==> config.mk <==
export PLATFORM = sky130hd
export DESIGN_NAME = twb_master
export DESIGN_NICKNAME = d
export VERILOG_FILES = /design/src/rtl/twb_pkg.sv /design/src/rtl/twb_clkdiv.sv /design/src/rtl/twb_seq.sv /design/src/rtl/twb_master.sv
export SDC_FILE = /design/constraint.sdc
export NUM_CORES = 1
export LEC_CHECK = 0
export BUFFER_PORTS_ARGS = -buffer_cell sky130_fd_sc_hd__buf_2
export CORE_MARGIN = 2
export CORE_UTILIZATION = 55
export DETAILED_ROUTE_END_ITERATION = 7
export PLACE_DENSITY = 0.77
export SETUP_SLACK_MARGIN = 0.05
export SYNTH_ARGS = -nofsm -noshare
export SYNTH_HDL_FRONTEND = slang
export SYNTH_HIERARCHICAL = 1
export SYNTH_SLANG_ARGS = --single-unit
==> constraint.sdc <==
create_clock -name clk -period 3 [get_ports clk]
set_input_delay 0.15 -clock clk [delete_from_list [all_inputs] [get_ports clk]]
set_output_delay 0.15 -clock clk [all_outputs]
set_load 0.01 [all_outputs]
==> src/rtl/twb_pkg.sv <==
package twb_pkg;

    typedef enum logic [3:0] {
        SQ_IDLE,
        SQ_START,
        SQ_ADDR1,
        SQ_INDEX,
        SQ_WDATA,
        SQ_RSTART,
        SQ_ADDR2,
        SQ_RDATA,
        SQ_STOP
    } sq_state_e;

    typedef struct packed {
        logic       quick;
        logic       rd;
        logic [6:0] dev;
        logic [7:0] index;
        logic [7:0] wdata;
    } twb_cmd_t;

    localparam int BYTE_DATA  = 0;
    localparam int BYTE_INDEX = 1;
    localparam int BYTE_TGT   = 2;
    localparam int BYTE_CTL   = 3;

endpackage

==> src/rtl/twb_clkdiv.sv <==
module twb_clkdiv #(
    parameter int QTR_DIV = 125
) (
    input  logic clk,
    input  logic rst_n,
    input  logic restart,
    output logic tick
);
    localparam int CW = (QTR_DIV > 1) ? $clog2(QTR_DIV) : 1;
    localparam logic [CW-1:0] LAST = CW'(QTR_DIV - 1);

    typedef struct packed {
        logic [CW-1:0] cnt;
    } div_t;

    div_t div_d, div_q;

    always_comb begin
        div_d = div_q;
        if (restart || div_q.cnt == LAST) begin
            div_d.cnt = '0;
        end else begin
            div_d.cnt = div_q.cnt + 1'b1;
        end
    end

    always_ff @(posedge clk or negedge rst_n) begin
        if (!rst_n) begin
            div_q <= '0;
        end else begin
            div_q <= div_d;
        end
    end

    assign tick = !restart && (div_q.cnt == LAST);

    generate
        if (QTR_DIV > 1) begin : g_spacing
            // quarter ticks never come back to back
            a_r11_tick_spacing: assert property (@(posedge clk) disable iff (!rst_n)
                tick |=> !tick);
        end
    endgenerate

endmodule

==> src/rtl/twb_seq.sv <==
module twb_seq
    import twb_pkg::*;
(
    input  logic     clk,
    input  logic     rst_n,
    input  logic     tick,
    input  logic     go,
    input  twb_cmd_t cmd,
    input  logic     sda_in,
    output logic     scl_low,
    output logic     sda_low,
    output logic     done,
    output logic     nack,
    output logic     rx_valid,
    output logic [7:0] rx_byte
);
    typedef struct packed {
        sq_state_e  st;
        logic [1:0] qtr;
        logic [3:0] bitn;
        logic [7:0] sh;
        logic       nack;
        twb_cmd_t   cmd;
    } seq_t;

    seq_t seq_d, seq_q;
    logic in_byte;
    logic receiving;

    assign in_byte = (seq_q.st == SQ_ADDR1) || (seq_q.st == SQ_INDEX) ||
                     (seq_q.st == SQ_WDATA) || (seq_q.st == SQ_ADDR2) ||
                     (seq_q.st == SQ_RDATA);
    assign receiving = (seq_q.st == SQ_RDATA);

    always_comb begin
        seq_d = seq_q;
        done  = 1'b0;
        if (go && seq_q.st == SQ_IDLE) begin
            seq_d.st   = SQ_START;
            seq_d.qtr  = 2'd0;
            seq_d.bitn = 4'd0;
            seq_d.nack = 1'b0;
            seq_d.cmd  = cmd;
        end else if (tick && seq_q.st != SQ_IDLE) begin
            seq_d.qtr = seq_q.qtr + 2'd1;
            if (in_byte && seq_q.qtr == 2'd1) begin
                if (seq_q.bitn != 4'd8) begin
                    if (receiving) seq_d.sh = {seq_q.sh[6:0], sda_in};
                end else if (!receiving && sda_in) begin
                    seq_d.nack = 1'b1;
                end
            end
            if (seq_q.qtr == 2'd3) begin
                case (seq_q.st)
                    SQ_START: begin
                        seq_d.st   = SQ_ADDR1;
                        seq_d.bitn = 4'd0;
                        seq_d.sh   = {seq_q.cmd.dev, seq_q.cmd.quick & seq_q.cmd.rd};
                    end
                    SQ_RSTART: begin
                        seq_d.st   = SQ_ADDR2;
                        seq_d.bitn = 4'd0;
                        seq_d.sh   = {seq_q.cmd.dev, 1'b1};
                    end
                    SQ_STOP: begin
                        seq_d.st = SQ_IDLE;
                        done     = 1'b1;
                    end
                    default: begin
                        if (seq_q.bitn != 4'd8) begin
                            seq_d.bitn = seq_q.bitn + 4'd1;
                            if (!receiving) seq_d.sh = {seq_q.sh[6:0], 1'b0};
                        end else begin
                            seq_d.bitn = 4'd0;
                            case (seq_q.st)
                                SQ_ADDR1: begin
                                    seq_d.st = (seq_q.nack || seq_q.cmd.quick) ? SQ_STOP : SQ_INDEX;
                                    seq_d.sh = seq_q.cmd.index;
                                end
                                SQ_INDEX: begin
                                    if (seq_q.nack)        seq_d.st = SQ_STOP;
                                    else if (seq_q.cmd.rd) seq_d.st = SQ_RSTART;
                                    else                   seq_d.st = SQ_WDATA;
                                    seq_d.sh = seq_q.cmd.wdata;
                                end
                                SQ_ADDR2: seq_d.st = seq_q.nack ? SQ_STOP : SQ_RDATA;
                                default:  seq_d.st = SQ_STOP;
                            endcase
                        end
                    end
                endcase
            end
        end
    end

    always_ff @(posedge clk or negedge rst_n) begin
        if (!rst_n) begin
            seq_q    <= '0;
            seq_q.st <= SQ_IDLE;
        end else begin
            seq_q <= seq_d;
        end
    end

    always_comb begin
        scl_low = 1'b0;
        sda_low = 1'b0;
        case (seq_q.st)
            SQ_START, SQ_RSTART: begin
                scl_low = (seq_q.qtr == 2'd0) || (seq_q.qtr == 2'd3);
                sda_low = seq_q.qtr[1];
            end
            SQ_STOP: begin
                scl_low = (seq_q.qtr == 2'd0);
                sda_low = !seq_q.qtr[1];
            end
            SQ_IDLE: begin
                scl_low = 1'b0;
                sda_low = 1'b0;
            end
            default: begin
                scl_low = (seq_q.qtr == 2'd0) || (seq_q.qtr == 2'd3);
                sda_low = (seq_q.bitn != 4'd8) && !receiving && !seq_q.sh[7];
            end
        endcase
    end

    assign nack     = seq_q.nack;
    assign rx_byte  = seq_q.sh;
    assign rx_valid = done && !seq_q.nack && seq_q.cmd.rd && !seq_q.cmd.quick;

    // data line holds while the clock line is released inside a byte
    a_r9_sda_steady_scl_high: assert property (@(posedge clk) disable iff (!rst_n)
        (!scl_low && $past(!scl_low) && in_byte && $past(in_byte)) |-> $stable(sda_low));

    // a refused byte is followed directly by the stop condition
    a_r6_nack_to_stop: assert property (@(posedge clk) disable iff (!rst_n)
        (in_byte && tick && seq_q.qtr == 2'd3 && seq_q.bitn == 4'd8 && seq_q.nack)
        |=> (seq_q.st == SQ_STOP));

endmodule

==> src/rtl/twb_master.sv <==
module twb_master
    import twb_pkg::*;
#(
    parameter int QTR_DIV = 125
) (
    input  logic        clk,
    input  logic        rst_n,
    input  logic        reg_we,
    input  logic [3:0]  reg_wstrb,
    input  logic [31:0] reg_wdata,
    output logic [31:0] reg_rdata,
    output logic        scl_oe,
    output logic        sda_oe,
    input  logic        sda_in
);
    typedef struct packed {
        logic [7:0] data;
        logic [7:0] index;
        logic [7:0] tgt;
        logic       quick;
        logic       rdv;
        logic       err;
        logic       busy;
    } regs_t;

    regs_t    regs_d, regs_q;
    logic     go;
    twb_cmd_t cmd;
    logic     tick;
    logic     seq_done;
    logic     seq_nack;
    logic     seq_rx_valid;
    logic [7:0] seq_rx;
    logic     unused_wbits;

    assign unused_wbits = ^reg_wdata[31:25];

    always_comb begin
        regs_d = regs_q;
        go     = 1'b0;
        if (reg_we) begin
            if (reg_wstrb[BYTE_DATA])  regs_d.data  = reg_wdata[7:0];
            if (reg_wstrb[BYTE_INDEX]) regs_d.index = reg_wdata[15:8];
            if (reg_wstrb[BYTE_CTL])   regs_d.quick = reg_wdata[24];
            if (reg_wstrb[BYTE_TGT] && !regs_q.busy) begin
                regs_d.tgt  = reg_wdata[23:16];
                regs_d.busy = 1'b1;
                regs_d.rdv  = 1'b0;
                regs_d.err  = 1'b0;
                go          = 1'b1;
            end
        end
        cmd = '{quick: regs_d.quick, rd: regs_d.tgt[0], dev: regs_d.tgt[7:1],
                index: regs_d.index, wdata: regs_d.data};
        if (seq_done) begin
            regs_d.busy = 1'b0;
            regs_d.err  = seq_nack;
            if (seq_rx_valid) begin
                regs_d.rdv  = 1'b1;
                regs_d.data = seq_rx;
            end
        end
    end

    always_ff @(posedge clk or negedge rst_n) begin
        if (!rst_n) begin
            regs_q <= '0;
        end else begin
            regs_q <= regs_d;
        end
    end

    twb_clkdiv #(.QTR_DIV(QTR_DIV)) u_div (
        .clk     (clk),
        .rst_n   (rst_n),
        .restart (go),
        .tick    (tick)
    );

    twb_seq u_seq (
        .clk      (clk),
        .rst_n    (rst_n),
        .tick     (tick),
        .go       (go),
        .cmd      (cmd),
        .sda_in   (sda_in),
        .scl_low  (scl_oe),
        .sda_low  (sda_oe),
        .done     (seq_done),
        .nack     (seq_nack),
        .rx_valid (seq_rx_valid),
        .rx_byte  (seq_rx)
    );

    assign reg_rdata = {4'b0000, regs_q.busy, regs_q.err, regs_q.rdv, regs_q.quick,
                        regs_q.tgt, regs_q.index, regs_q.data};

    // a target write during a transfer leaves the stored target alone
    a_r7_busy_write_ignored: assert property (@(posedge clk) disable iff (!rst_n)
        (reg_we && reg_wstrb[BYTE_TGT] && regs_q.busy) |=> $stable(regs_q.tgt));

    // a fresh transaction starts with clean flags
    a_r8_flags_clear_on_launch: assert property (@(posedge clk) disable iff (!rst_n)
        $rose(regs_q.busy) |-> (!regs_q.rdv && !regs_q.err));

    // valid read data never coexists with an error
    a_r4_rdv_without_err: assert property (@(posedge clk) disable iff (!rst_n)
        regs_q.rdv |-> !regs_q.err);

    // both lines are released whenever no transfer runs
    a_r9_idle_released: assert property (@(posedge clk) disable iff (!rst_n)
        !regs_q.busy |-> (!scl_oe && !sda_oe));

endmodule

==> results of run 1 <==
==> final timing paths <==
path,startpoint,to,cells past startpoint
max,u_div/div_q[0]$_DFF_PN0_,reg_rdata[6]$_DFF_PN0_,10
min,reg_wdata[16],reg_rdata[16]$_DFF_PN0_,2
max reg2reg,u_div/div_q[0]$_DFF_PN0_,reg_rdata[6]$_DFF_PN0_,10
min reg2reg,u_seq/seq_q[9]$_DFFE_PN0P_,u_seq/seq_q[9]$_DFFE_PN0P_,1
max in group asynchronous,rst_n,u_seq/seq_q[38]$_DFFE_PN0P_,2
min in group asynchronous,rst_n,reg_rdata[11]$_DFF_PN0_,2
==> stage by stage <==
stage | utilization | std cells
after floorplan | - | 388
after global placement | 0.6131 | 525
after detailed placement | 0.6131 | 525
after CTS | 0.6385 | 542
after global routing | 0.6385 | 542
final | 0.6385 | 542
==> flip-flops by register name, summed over array words and instances (netlist names) <==
signal and cells:
u_seq/nack 1, u_div/div_q 7, reg_rdata 28, u_seq/seq_q 35
u_seq/rx_byte 8
==> power by group <==
| part | leakage [nW] | internal [mW] | switching (mW) | total [mW] |
|---|---|---|---|---|
| combinational | 1.09 | 0.286 | 0.285 | 0.572 |
| sequential | 1.02 | 1.22 | 0.124 | 1.35 |
| clock | 0.0911 | 0.349 | 0.364 | 0.713 |
==> Yosys cell counts, drive strengths merged, types with 3 or more instances <==
cell / instances
a21oi: 14
nand2: 33
mux2i: 3
o21ai: 21
and2: 4
inv: 10
nor4: 3
a221oi: 7
and3b: 10
a22o: 3
buf: 28
dfrtp: 79
a21bo: 8
nor2b: 6
ha: 7
mux2: 51
a31oi: 9
nor2: 17
nand3: 28
clkbuf: 4
nor3: 4
==> logic make-up after synthesis <==
logic type | count (synthesis) | share of synthesized area
simple gates | 120 | 0.1586
flops | 79 | 0.4694
compound gates | 78 | 0.1269
mux | 54 | 0.1497
buf+inv | 42 | 0.06536
fa+ha+maj | 7 | 0.02080
xor+xnor | 4 | 0.008320
other cells | 1 | 0.0008904
==> layer usage <==
layer  vias to the layer above  wire length [µm]
met4                         0               138
met1                      1536              4042
met3                        10               373
met2                       100              4037
li1                       1477                 -
met5                         -                 0
==> cells in the final DEF, fill, tap and decap left out, types with 2 or more instances in the layout <==
master,instances
dfrtp_1,79
buf_2,61
mux2_2,33
nand2_1,32
nand3_1,28
o21ai_0,19
nor2_1,17
a21oi_1,14
clkbuf_8,11
mux2_1,11
and3b_1,10
inv_1,10
a31oi_1,9
buf_4,8
a21bo_2,7
mux2_4,7
ha_1,7
a221oi_1,7
nor2b_1,6
conb_1,4
nor3_1,4
clkbuf_1,3
and2_1,3
mux2i_1,3
a22o_1,3
nand2b_1,2
a22oi_1,2
o21bai_1,2
xor2_1,2
xnor2_1,2
or3_1,2
nand4b_1,2
nand3b_1,2
o211ai_1,2
and3_1,2
nor4_4,2
o31ai_2,2
o21ai_1,2
o22a_1,2
==> cell type report <==
| type | instances | area [µm²] | area share |
|---|---|---|---|
| Tap cell | 99 | 123.9 | 0.02646 |
| Clock inverter | 2 | 13.76 | 0.002940 |
| Inverter | 10 | 37.54 | 0.008019 |
| Clock buffer | 14 | 162.7 | 0.03475 |
| Timing Repair Buffer | 71 | 395.4 | 0.08447 |
| Sequential cell | 79 | 1977 | 0.4223 |
| Multi-Input combinational cell | 267 | 1971 | 0.4210 |
==> results.sh, run 1 <==
export IMPL_p_total_mw=2.633
export IMPL_htreeDepth=3
export IMPL_synth_edff_count=0
export IMPL_ys_seq_area_frac=0.4694
export IMPL_use_met1=0.2941
export IMPL_grt_usage=0.2111
export IMPL_row_count=31
export IMPL_cts_tree="yes"
export IMPL_crit_type="flip-flop to flip-flop"
export IMPL_p_leak_nw=2.198
export IMPL_port_buffers=62
export IMPL_cts_resized=0
export IMPL_r2r_slack_ns=0.68
export IMPL_grt_pass1_vias=2939
export IMPL_worst_pin_slew_ns=0.9671
export IMPL_route_vias_total=3123
export IMPL_post_route_min_period_ns=2.318
export IMPL_antenna_found_initial=0
export IMPL_drc_errors=0
export IMPL_cp_end_kind="flip-flop"
export IMPL_clk_latency_ns=0.34
export IMPL_cts_setup_buffers=0
export IMPL_fin_hold_ws_ns=0.04792
export IMPL_ant_nets=0
export IMPL_place_ws_ns=0.7163
export IMPL_cp_required_ns=3.26
export IMPL_cts_buffers=9
export IMPL_cap_violations=0
export IMPL_rsz0062_at_grt="no"
export IMPL_fin_ws_ns=0.6819
export IMPL_coreArea_um2=7331
export IMPL_hold_viol_final=0
export IMPL_netlist_instances=385
export IMPL_finalSetupTns_ns=0
export IMPL_cpMostUsedCell="and3_1"
export IMPL_final_period_utilization=0.7727
export IMPL_num_fill_cells=596
export IMPL_met3_usage=0.02822
export IMPL_grt_start_max_net_pins=80
export IMPL_via_per_inst=5.762
export IMPL_max_freq_ghz=0.4314
export IMPL_drive_above_1_share=0.3115
export IMPL_grt_util_met2=0.3376
export IMPL_ys_types=54
export IMPL_design_area_um2=4681
export IMPL_dieArea_um2=8373
export IMPL_grt_pass1_wl_um=14070
export IMPL_finalMaxSlewViolations=0
export IMPL_wl_per_cell_um=15.85
export IMPL_wl_um=8591
export IMPL_clk_pin_slew_ns=0.08
export IMPL_grt_overflow_total=0
export IMPL_netlist_area_leader_share=0.4694
export IMPL_arrival_ns=2.58
export IMPL_finalSetupViolations=0
export IMPL_netlist_top_cells_area="dfrtp_1 47%, mux2_2 8.8%, nand3_1 3.3%, mux2_1 2.9%, nand2_1 2.9%"
export IMPL_drt_initial_drc_count=146
export IMPL_cp_buffers_inverters=2
export IMPL_slowest_delay_ns=0.44
export IMPL_place_area_um2=4494
export IMPL_crit_slowest_cell="dfrtp_1"
export IMPL_start_util=0.5745
export IMPL_place_congestion=0.8312
export IMPL_antenna_cells=0
export IMPL_cts_sinks=79
export IMPL_die_w_um=91.51
export IMPL_hold_class="input port to flip-flop"
export IMPL_crit_family="simple AND/OR/NAND/NOR gates"
export IMPL_cp_max_fo=9
export IMPL_synth_ff_type="dfrtp_1"
export IMPL_area_growth_pct=11.14
export IMPL_first_pass_iters=5
export IMPL_nets=485
export IMPL_cellPowerDensity_nw_per_um2=562.6
export IMPL_io_pins=74
export IMPL_yosys_area_top_type="dfrtp_1"
export IMPL_slew_headroom=0.3552
export IMPL_ys_ff_latch=79
export IMPL_clock_tree_root_cell="clkbuf_8"
export IMPL_outcome="completed"
export IMPL_synth_area_um2=4212
export IMPL_ir_drop_v=0.0003960
export IMPL_avgSynthCellArea_um2=10.94
export IMPL_async_flop_share=1.000
export IMPL_start_kind="flip-flop"
export IMPL_crit_chain="inv_1 -> ha_1 -> nand3_1 -> nor3_1 -> buf_4 -> and2_1 -> and3_1 -> and3_1 -> nand2_1 -> a31oi_1"
export IMPL_hpwlAfterDp_um=6088
export IMPL_yosysWarnings=6
export IMPL_die_h_um=91.51
export IMPL_holdBufCountCts=1
export IMPL_clock_skew_ns=0.007053
export IMPL_busiest_layer="met2"
export IMPL_cts_max_path_buffers=2
Power figures use the tool's default switching activity.
==> run 2, diff against run 1 <==
--- a/config.mk
+++ b/config.mk
@@ -5,11 +5,12 @@
 export SDC_FILE = /design/constraint.sdc
 export NUM_CORES = 1
 export LEC_CHECK = 0
+export ABC_AREA = 1
 export BUFFER_PORTS_ARGS = -buffer_cell sky130_fd_sc_hd__buf_2
 export CORE_MARGIN = 2
-export CORE_UTILIZATION = 55
+export CORE_UTILIZATION = 51
 export DETAILED_ROUTE_END_ITERATION = 7
-export PLACE_DENSITY = 0.77
+export PLACE_DENSITY = 0.74
 export SETUP_SLACK_MARGIN = 0.05
 export SYNTH_ARGS = -nofsm -noshare
 export SYNTH_HDL_FRONTEND = slang
==> constraint.sdc (replaced) <==
create_clock -name clk -period 1.9 [get_ports clk]
set_input_delay 0.095 -clock clk [delete_from_list [all_inputs] [get_ports clk]]
set_output_delay 0.095 -clock clk [all_outputs]
set_load 0.01 [all_outputs]
==> run 2 against run 1 <==
Sequential power increased by 30%; wire length rose by 28%; sequential cell count unchanged; synthesized area is 8.6% higher; sequential share of layout area fell by 6.3 points; highest routed layer unchanged.
==> results.sh, run 2 <==
export IMPL_outcome="completed"
export IMPL_rsz0062_at_grt="yes"
export IMPL_slew_headroom=0.6559
export IMPL_internal_power_mw=2.444
export IMPL_cts_max_path_buffers=2
export IMPL_synth_edff_count=0
export IMPL_final_core_util=0.6326
export IMPL_htreeDepth=3
export IMPL_io_pins=74
export IMPL_clock_tree_root_cell="clkbuf_8"
export IMPL_cp_startpoint="u_div/div_q[1]$_DFF_PN0_"
export IMPL_cellPowerDensity_nw_per_um2=589.9
export IMPL_drt_initial_drc_count=185
export IMPL_async_flop_share=1.000
export IMPL_ant_nets=0
export IMPL_grt_pass1_wl_um=18800
export IMPL_place_area_um2=5009
export IMPL_ir_drop_v=0.0003685
export IMPL_design_area_um2=5517
export IMPL_avgSynthCellArea_um2=7.450
export IMPL_nets=751
export IMPL_r2r_start="u_div/div_q[1]$_DFF_PN0_"
export IMPL_post_route_min_period_ns=1.821
export IMPL_grt_usage=0.2409
export IMPL_clock_skew_ns=0.01157
export IMPL_largest_reg_flops=35
export IMPL_area_growth_pct=20.60
export IMPL_combPwrFrac=0.090
export IMPL_cap_violations=0
export IMPL_worst_pin_slew_ns=0.5162
export IMPL_cts_sinks=79
export IMPL_ys_seq_area_frac=0.4322
export IMPL_drc_errors=0
export IMPL_cp_max_fo=5
export IMPL_cp_endpoint="reg_rdata[1]$_DFF_PN0_"
export IMPL_layout_commonest_cell="nand2_1"
export IMPL_hold_viol_final=0
export IMPL_start_util=0.5245
export IMPL_reg2regPathDepth=14
export IMPL_antenna_found_initial=0
export IMPL_cts_tree="yes"
export IMPL_netlist_top_cells_count="256 x nand2_1, 79 x dfrtp_1, 63 x nand3_1"
export IMPL_rr_endpoint="reg_rdata[1]$_DFF_PN0_"
export IMPL_drive_above_1_share=0.2542
export IMPL_yosysWarnings=6
export IMPL_synth_area_um2=4574
export IMPL_wl_um=11030
export IMPL_p_leak_nw=3.045
export IMPL_power_switching_mw=0.8096
export IMPL_finalMaxSlewViolations=0
export IMPL_netlist_instances=614
export IMPL_via_per_inst=4.983
export IMPL_num_fill_cells=779
export IMPL_yosys_area_top_type="dfrtp_1"
export IMPL_grt_pass1_vias=4030
export IMPL_grt_start_max_net_pins=42
export IMPL_place_congestion=0.9268
export IMPL_max_freq_ghz=0.5493
export IMPL_p_total_mw=3.254
export IMPL_die_w_um=98.71
export IMPL_synth_ff_type="dfrtp_1"
export IMPL_cts_buffers=9
export IMPL_clk_latency_ns=0.36
export IMPL_antenna_cells=0
export IMPL_grt_overflow_total=0
export IMPL_dieArea_um2=9743
export IMPL_coreArea_um2=8721
export IMPL_ys_ff_latch=79
export IMPL_die_h_um=98.71
export IMPL_start_kind="flip-flop"
export IMPL_regMostFlops="u_seq/seq_q"
export IMPL_finalSetupTns_ns=0
export IMPL_row_count=34
export IMPL_r2r_slack_ns=0.08
export IMPL_layout_cells_most_common_list="252 x nand2_1, 76 x dfrtp_1, 61 x buf_2"
export IMPL_finalSetupViolations=0
export IMPL_swShare=0.2488
export IMPL_crit_type="flip-flop to flip-flop"
export IMPL_clk_pin_slew_ns=0.08
export IMPL_first_pass_iters=5
export IMPL_clkPwrFrac=0.373
export IMPL_cp_required_ns=2.15
export IMPL_netlist_top_cells_area="dfrtp_1 43%, nand2_1 21%, nand3_1 6.9%, inv_1 4.8%, buf_4 2.6%"
export IMPL_route_vias_total=4066
export IMPL_yosysMostFrequentCell="nand2_1"
export IMPL_netlist_area_leader_share=0.4322
export IMPL_port_buffers=62
export IMPL_final_period_utilization=0.9582
export IMPL_hold_class="input port to flip-flop"
export IMPL_wl_per_cell_um=13.52
export IMPL_arrival_ns=2.07
export IMPL_cp_end_kind="flip-flop"
export IMPL_pwr_share_seq=0.537
export IMPL_hpwlAfterDp_um=7960
export IMPL_ys_types=41
-- run 2: per-stage QoR --
stage	hold WS, ns	std cells	worst slack, ns
after floorplan	-0.2006	617	0.05854
after global placement	0.09607	779	0.06015
after detailed placement	0.1024	779	-0.01385
after CTS	0.002557	814	0.05513
after global routing	0.02567	816	-0.05618
final	0.01740	816	0.07938
-- run 2: power groups by stage --
stage	combinational (mW)	clock, mW	sequential [mW]
floorplan	0.107	0	1.80
global placement	0.255	0	1.78
detailed placement	0.261	0	1.78
CTS	0.286	1.24	1.75
global route	0.332	1.32	1.75
finish	0.293	1.21	1.75
-- run 2: cells by family after synthesis --
family          after synthesis  synth area share
simple gates                383            0.3777
buf+inv                     100            0.1037
other cells                   1         0.0008198
compound gates               41           0.06073
xor+xnor                      3          0.005745
fa+ha+maj                     7           0.01915
flops                        79            0.4322
-- run 2: critical path, cell delays in order, from the launching register on --
cell	delay, ns
dfrtp_1	0.39
inv_2	0.08
ha_4	0.12
inv_2	0.04
nor2_4	0.09
nand3_2	0.09
nor2_2	0.13
nand2_2	0.08
nor2_4	0.11
inv_4	0.06
nor3_4	0.15
nand2_4	0.11
buf_6	0.15
nand3_2	0.07
nand2_2	0.04
-- run 2: cell type report --
cell class	count	area, µm²	area share
Timing Repair Buffer	106	708.2	0.1284
Clock buffer	9	123.9	0.02245
Tap cell	108	135.1	0.02450
Clock inverter	6	62.56	0.01134
Inverter	70	276.5	0.05012
Multi-Input combinational cell	438	2230	0.4042
Sequential cell	79	1981	0.3590
-- run 2: worst min path at each step --
stage                  startpoint                       to  slack (ns)  depth (start not counted)
floorplan                   rst_n   reg_rdata[0]$_DFF_PN0_       -0.20                          0
global placement            rst_n  reg_rdata[17]$_DFF_PN0_         0.1                          1
global route        reg_wdata[11]  reg_rdata[11]$_DFF_PN0_        0.03                          3
CTS                 reg_wdata[13]  reg_rdata[13]$_DFF_PN0_       0.003                          3
finish              reg_wdata[13]  reg_rdata[13]$_DFF_PN0_        0.02                          3
detailed placement          rst_n  reg_rdata[17]$_DFF_PN0_        0.10                          1
-- run 2: timing repair --
item / CTS / global route
hold buffers: 15 / 0
resized for setup: 7 / 28
pin swaps: 2 / 9
endpoints found under the hold margin: 52 / 0
buffers inserted: 5 / 2
endpoints found under the setup margin: 10 / 31
-- run 2: routing by layer --
layer	vias to the layer above	wire, µm	GRT usage
met5	-	0	0
met2	96	5398	0.4092
li1	2068	-	-
met3	17	550	0.03617
met1	1885	4877	0.3092
met4	0	208	0.09905
==> run 3, diff against run 2 <==
--- a/config.mk
+++ b/config.mk
@@ -9,6 +9,7 @@
 export BUFFER_PORTS_ARGS = -buffer_cell sky130_fd_sc_hd__buf_2
 export CORE_MARGIN = 2
 export CORE_UTILIZATION = 51
+export CTS_BUF_LIST = sky130_fd_sc_hd__clkbuf_16
 export DETAILED_ROUTE_END_ITERATION = 7
 export PLACE_DENSITY = 0.74
 export SETUP_SLACK_MARGIN = 0.05
==> run 3 against run 2 <==
First-iteration DRC count shrank 2.7%; clock-buffer cell count is the same; die area is the same; sequential cell count is the same; critical endpoint unchanged; largest cell class unchanged; sequential share of layout area shrank 0.22 points; clock power grew 40%; cell count shrank 0.86%; worst hold slack lost 0.011 ns; largest power group unchanged; utilization grew 0.34 points; combinational power shrank 5%; clock skew shrank 0.0041 ns; sequential power is essentially flat.
==> results.sh, run 3 (synthesis gave the netlist of run 2 again) <==
export IMPL_final_period_utilization=0.9953
export IMPL_ir_drop_v=0.0004009
export IMPL_clock_tree_root_cell="clkbuf_16"
export IMPL_reg2regPathDepth=14
export IMPL_slowest_delay_ns=0.39
export IMPL_first_pass_iters=4
export IMPL_final_core_util=0.6360
export IMPL_die_w_um=98.71
export IMPL_antenna_found_initial=0
export IMPL_max_freq_ghz=0.5288
export IMPL_grt_pass1_wl_um=18840
export IMPL_cts_buffers=9
export IMPL_grt_start_max_net_pins=42
export IMPL_crit_chain="inv_2 -> ha_4 -> inv_2 -> nor2_4 -> nand3_2 -> nor2_2 -> nand2_2 -> nor2_4 -> inv_4 -> nor3_4 -> nand2_4 -> buf_6 -> nand3_2 -> nand2_2"
export IMPL_cts_max_path_buffers=2
export IMPL_clk_pin_slew_ns=0.06
export IMPL_finalMaxSlewViolations=0
export IMPL_largest_reg_flops=35
export IMPL_wl_um=11030
export IMPL_clk_latency_ns=0.34
export IMPL_wl_per_cell_um=13.64
export IMPL_start_util=0.5245
export IMPL_area_growth_pct=21.25
export IMPL_stdcell_count=809
export IMPL_row_count=34
export IMPL_cap_violations=0
export IMPL_io_pins=74
export IMPL_die_h_um=98.71
export IMPL_hold_depth=3
export IMPL_cp_end_kind="flip-flop"
export IMPL_start_kind="flip-flop"
export IMPL_outcome="completed"
export IMPL_place_congestion=0.9268
export IMPL_slew_headroom=0.6600
export IMPL_drive_above_1_share=0.2539
export IMPL_layout_commonest_cell="nand2_1"
export IMPL_grt_pass1_vias=3971
export IMPL_dp_cells=779
export IMPL_drc_errors=0
export IMPL_cp_max_fo=5
export IMPL_finalSetupViolations=0
export IMPL_regMostFlops="u_seq/seq_q"
export IMPL_crit_type="flip-flop to flip-flop"
export IMPL_coreArea_um2=8721
export IMPL_rsz0062_at_grt="yes"
export IMPL_grt_usage=0.2406
export IMPL_finalSetupTns_ns=0
export IMPL_hold_viol_final=0
export IMPL_arrival_ns=2.12
export IMPL_cellPowerDensity_nw_per_um2=669.6
export IMPL_via_per_inst=4.996
export IMPL_port_buffers=62
export IMPL_drt_initial_drc_count=180
export IMPL_design_area_um2=5547
export IMPL_route_vias_total=4042
export IMPL_layout_cells_most_common_list="252 x nand2_1, 77 x dfrtp_1, 61 x buf_2"
export IMPL_dieArea_um2=9743
export IMPL_cp_required_ns=2.13
export IMPL_crit_slowest_cell="dfrtp_1"
export IMPL_hpwlAfterDp_um=7960
export IMPL_cts_tree="yes"
export IMPL_antenna_cells=0
export IMPL_p_total_mw=3.714
export IMPL_clock_skew_ns=0.007456
export IMPL_place_area_um2=5009
export IMPL_hold_class="input port to flip-flop"
export IMPL_worst_pin_slew_ns=0.5100
export IMPL_p_leak_nw=3.057
export IMPL_nets=744
export IMPL_ant_nets=0
export IMPL_grt_overflow_total=0
export IMPL_cts_sinks=79
export IMPL_htreeDepth=3
export IMPL_post_route_min_period_ns=1.891
==> run 3: metrics by stage <==
step	hold WS (ns)	setup WS (ns)
after floorplan	-0.2006	0.05854
after detailed placement	0.1024	-0.01385
after CTS	0.006852	0.05096
after global routing	0.02964	-0.1071
after global placement	0.09607	0.06015
final	0.005927	0.008859
==> run 3: routing by layer <==
metal,routed length (µm),part of all wire,up-vias,track usage
met5,0,0,-,0
met4,185,0.017,0,0.08114
met3,473,0.043,15,0.03475
met2,5396,0.49,87,0.4144
met1,4977,0.45,1885,0.3125
li1,-,-,2055,-
==> run 3: worst paths after layout <==
check,endpoint,slack [ns],startpoint
worst min-delay path,reg_rdata[19]$_DFF_PN0_,0.006,reg_wdata[19]
min in group asynchronous,u_seq/seq_q[11]$_DFFE_PN0P_,0.27,rst_n
worst max register to register,reg_rdata[1]$_DFF_PN0_,0.009,u_div/div_q[1]$_DFF_PN0_
worst min register to register,reg_rdata[25]$_DFF_PN0_,0.47,reg_rdata[25]$_DFF_PN0_
max in group asynchronous,u_seq/seq_q[43]$_DFFE_PN0P_,1.02,rst_n
worst max-delay path,reg_rdata[1]$_DFF_PN0_,0.009,u_div/div_q[1]$_DFF_PN0_
==> run 3: repair_timing <==
action	CTS	global route
setup buffers	3	4
endpoints found under the hold margin	45	0
setup endpoints to repair	10	30
pin swaps	1	14
gates cloned	0	0
resized for setup	6	28
hold buffers	8	0
==> run 3: report_power, final <==
group / switching, mW / internal (mW)
clock network: 0.681 / 1.00
registers: 0.0214 / 1.73
logic: 0.163 / 0.116
total: 0.866 / 2.85
==> run 3: critical path, delay by kind of cell (launching register included) <==
kind / cells / cell delay, ns
fa+ha+maj: 1 / 0.13
buf+inv: 4 / 0.35
simple gates: 9 / 0.92
flops: 1 / 0.39
==> run 3: layout make-up <==
type	count	area, µm²
sequential	79	1979
timing repair buffer	99	638.1
inverter	70	276.5
multi-input combinational	438	2230
clock buffer	9	225.2
fill	767	3174
clock inverter	6	62.56
tap	108	135.1
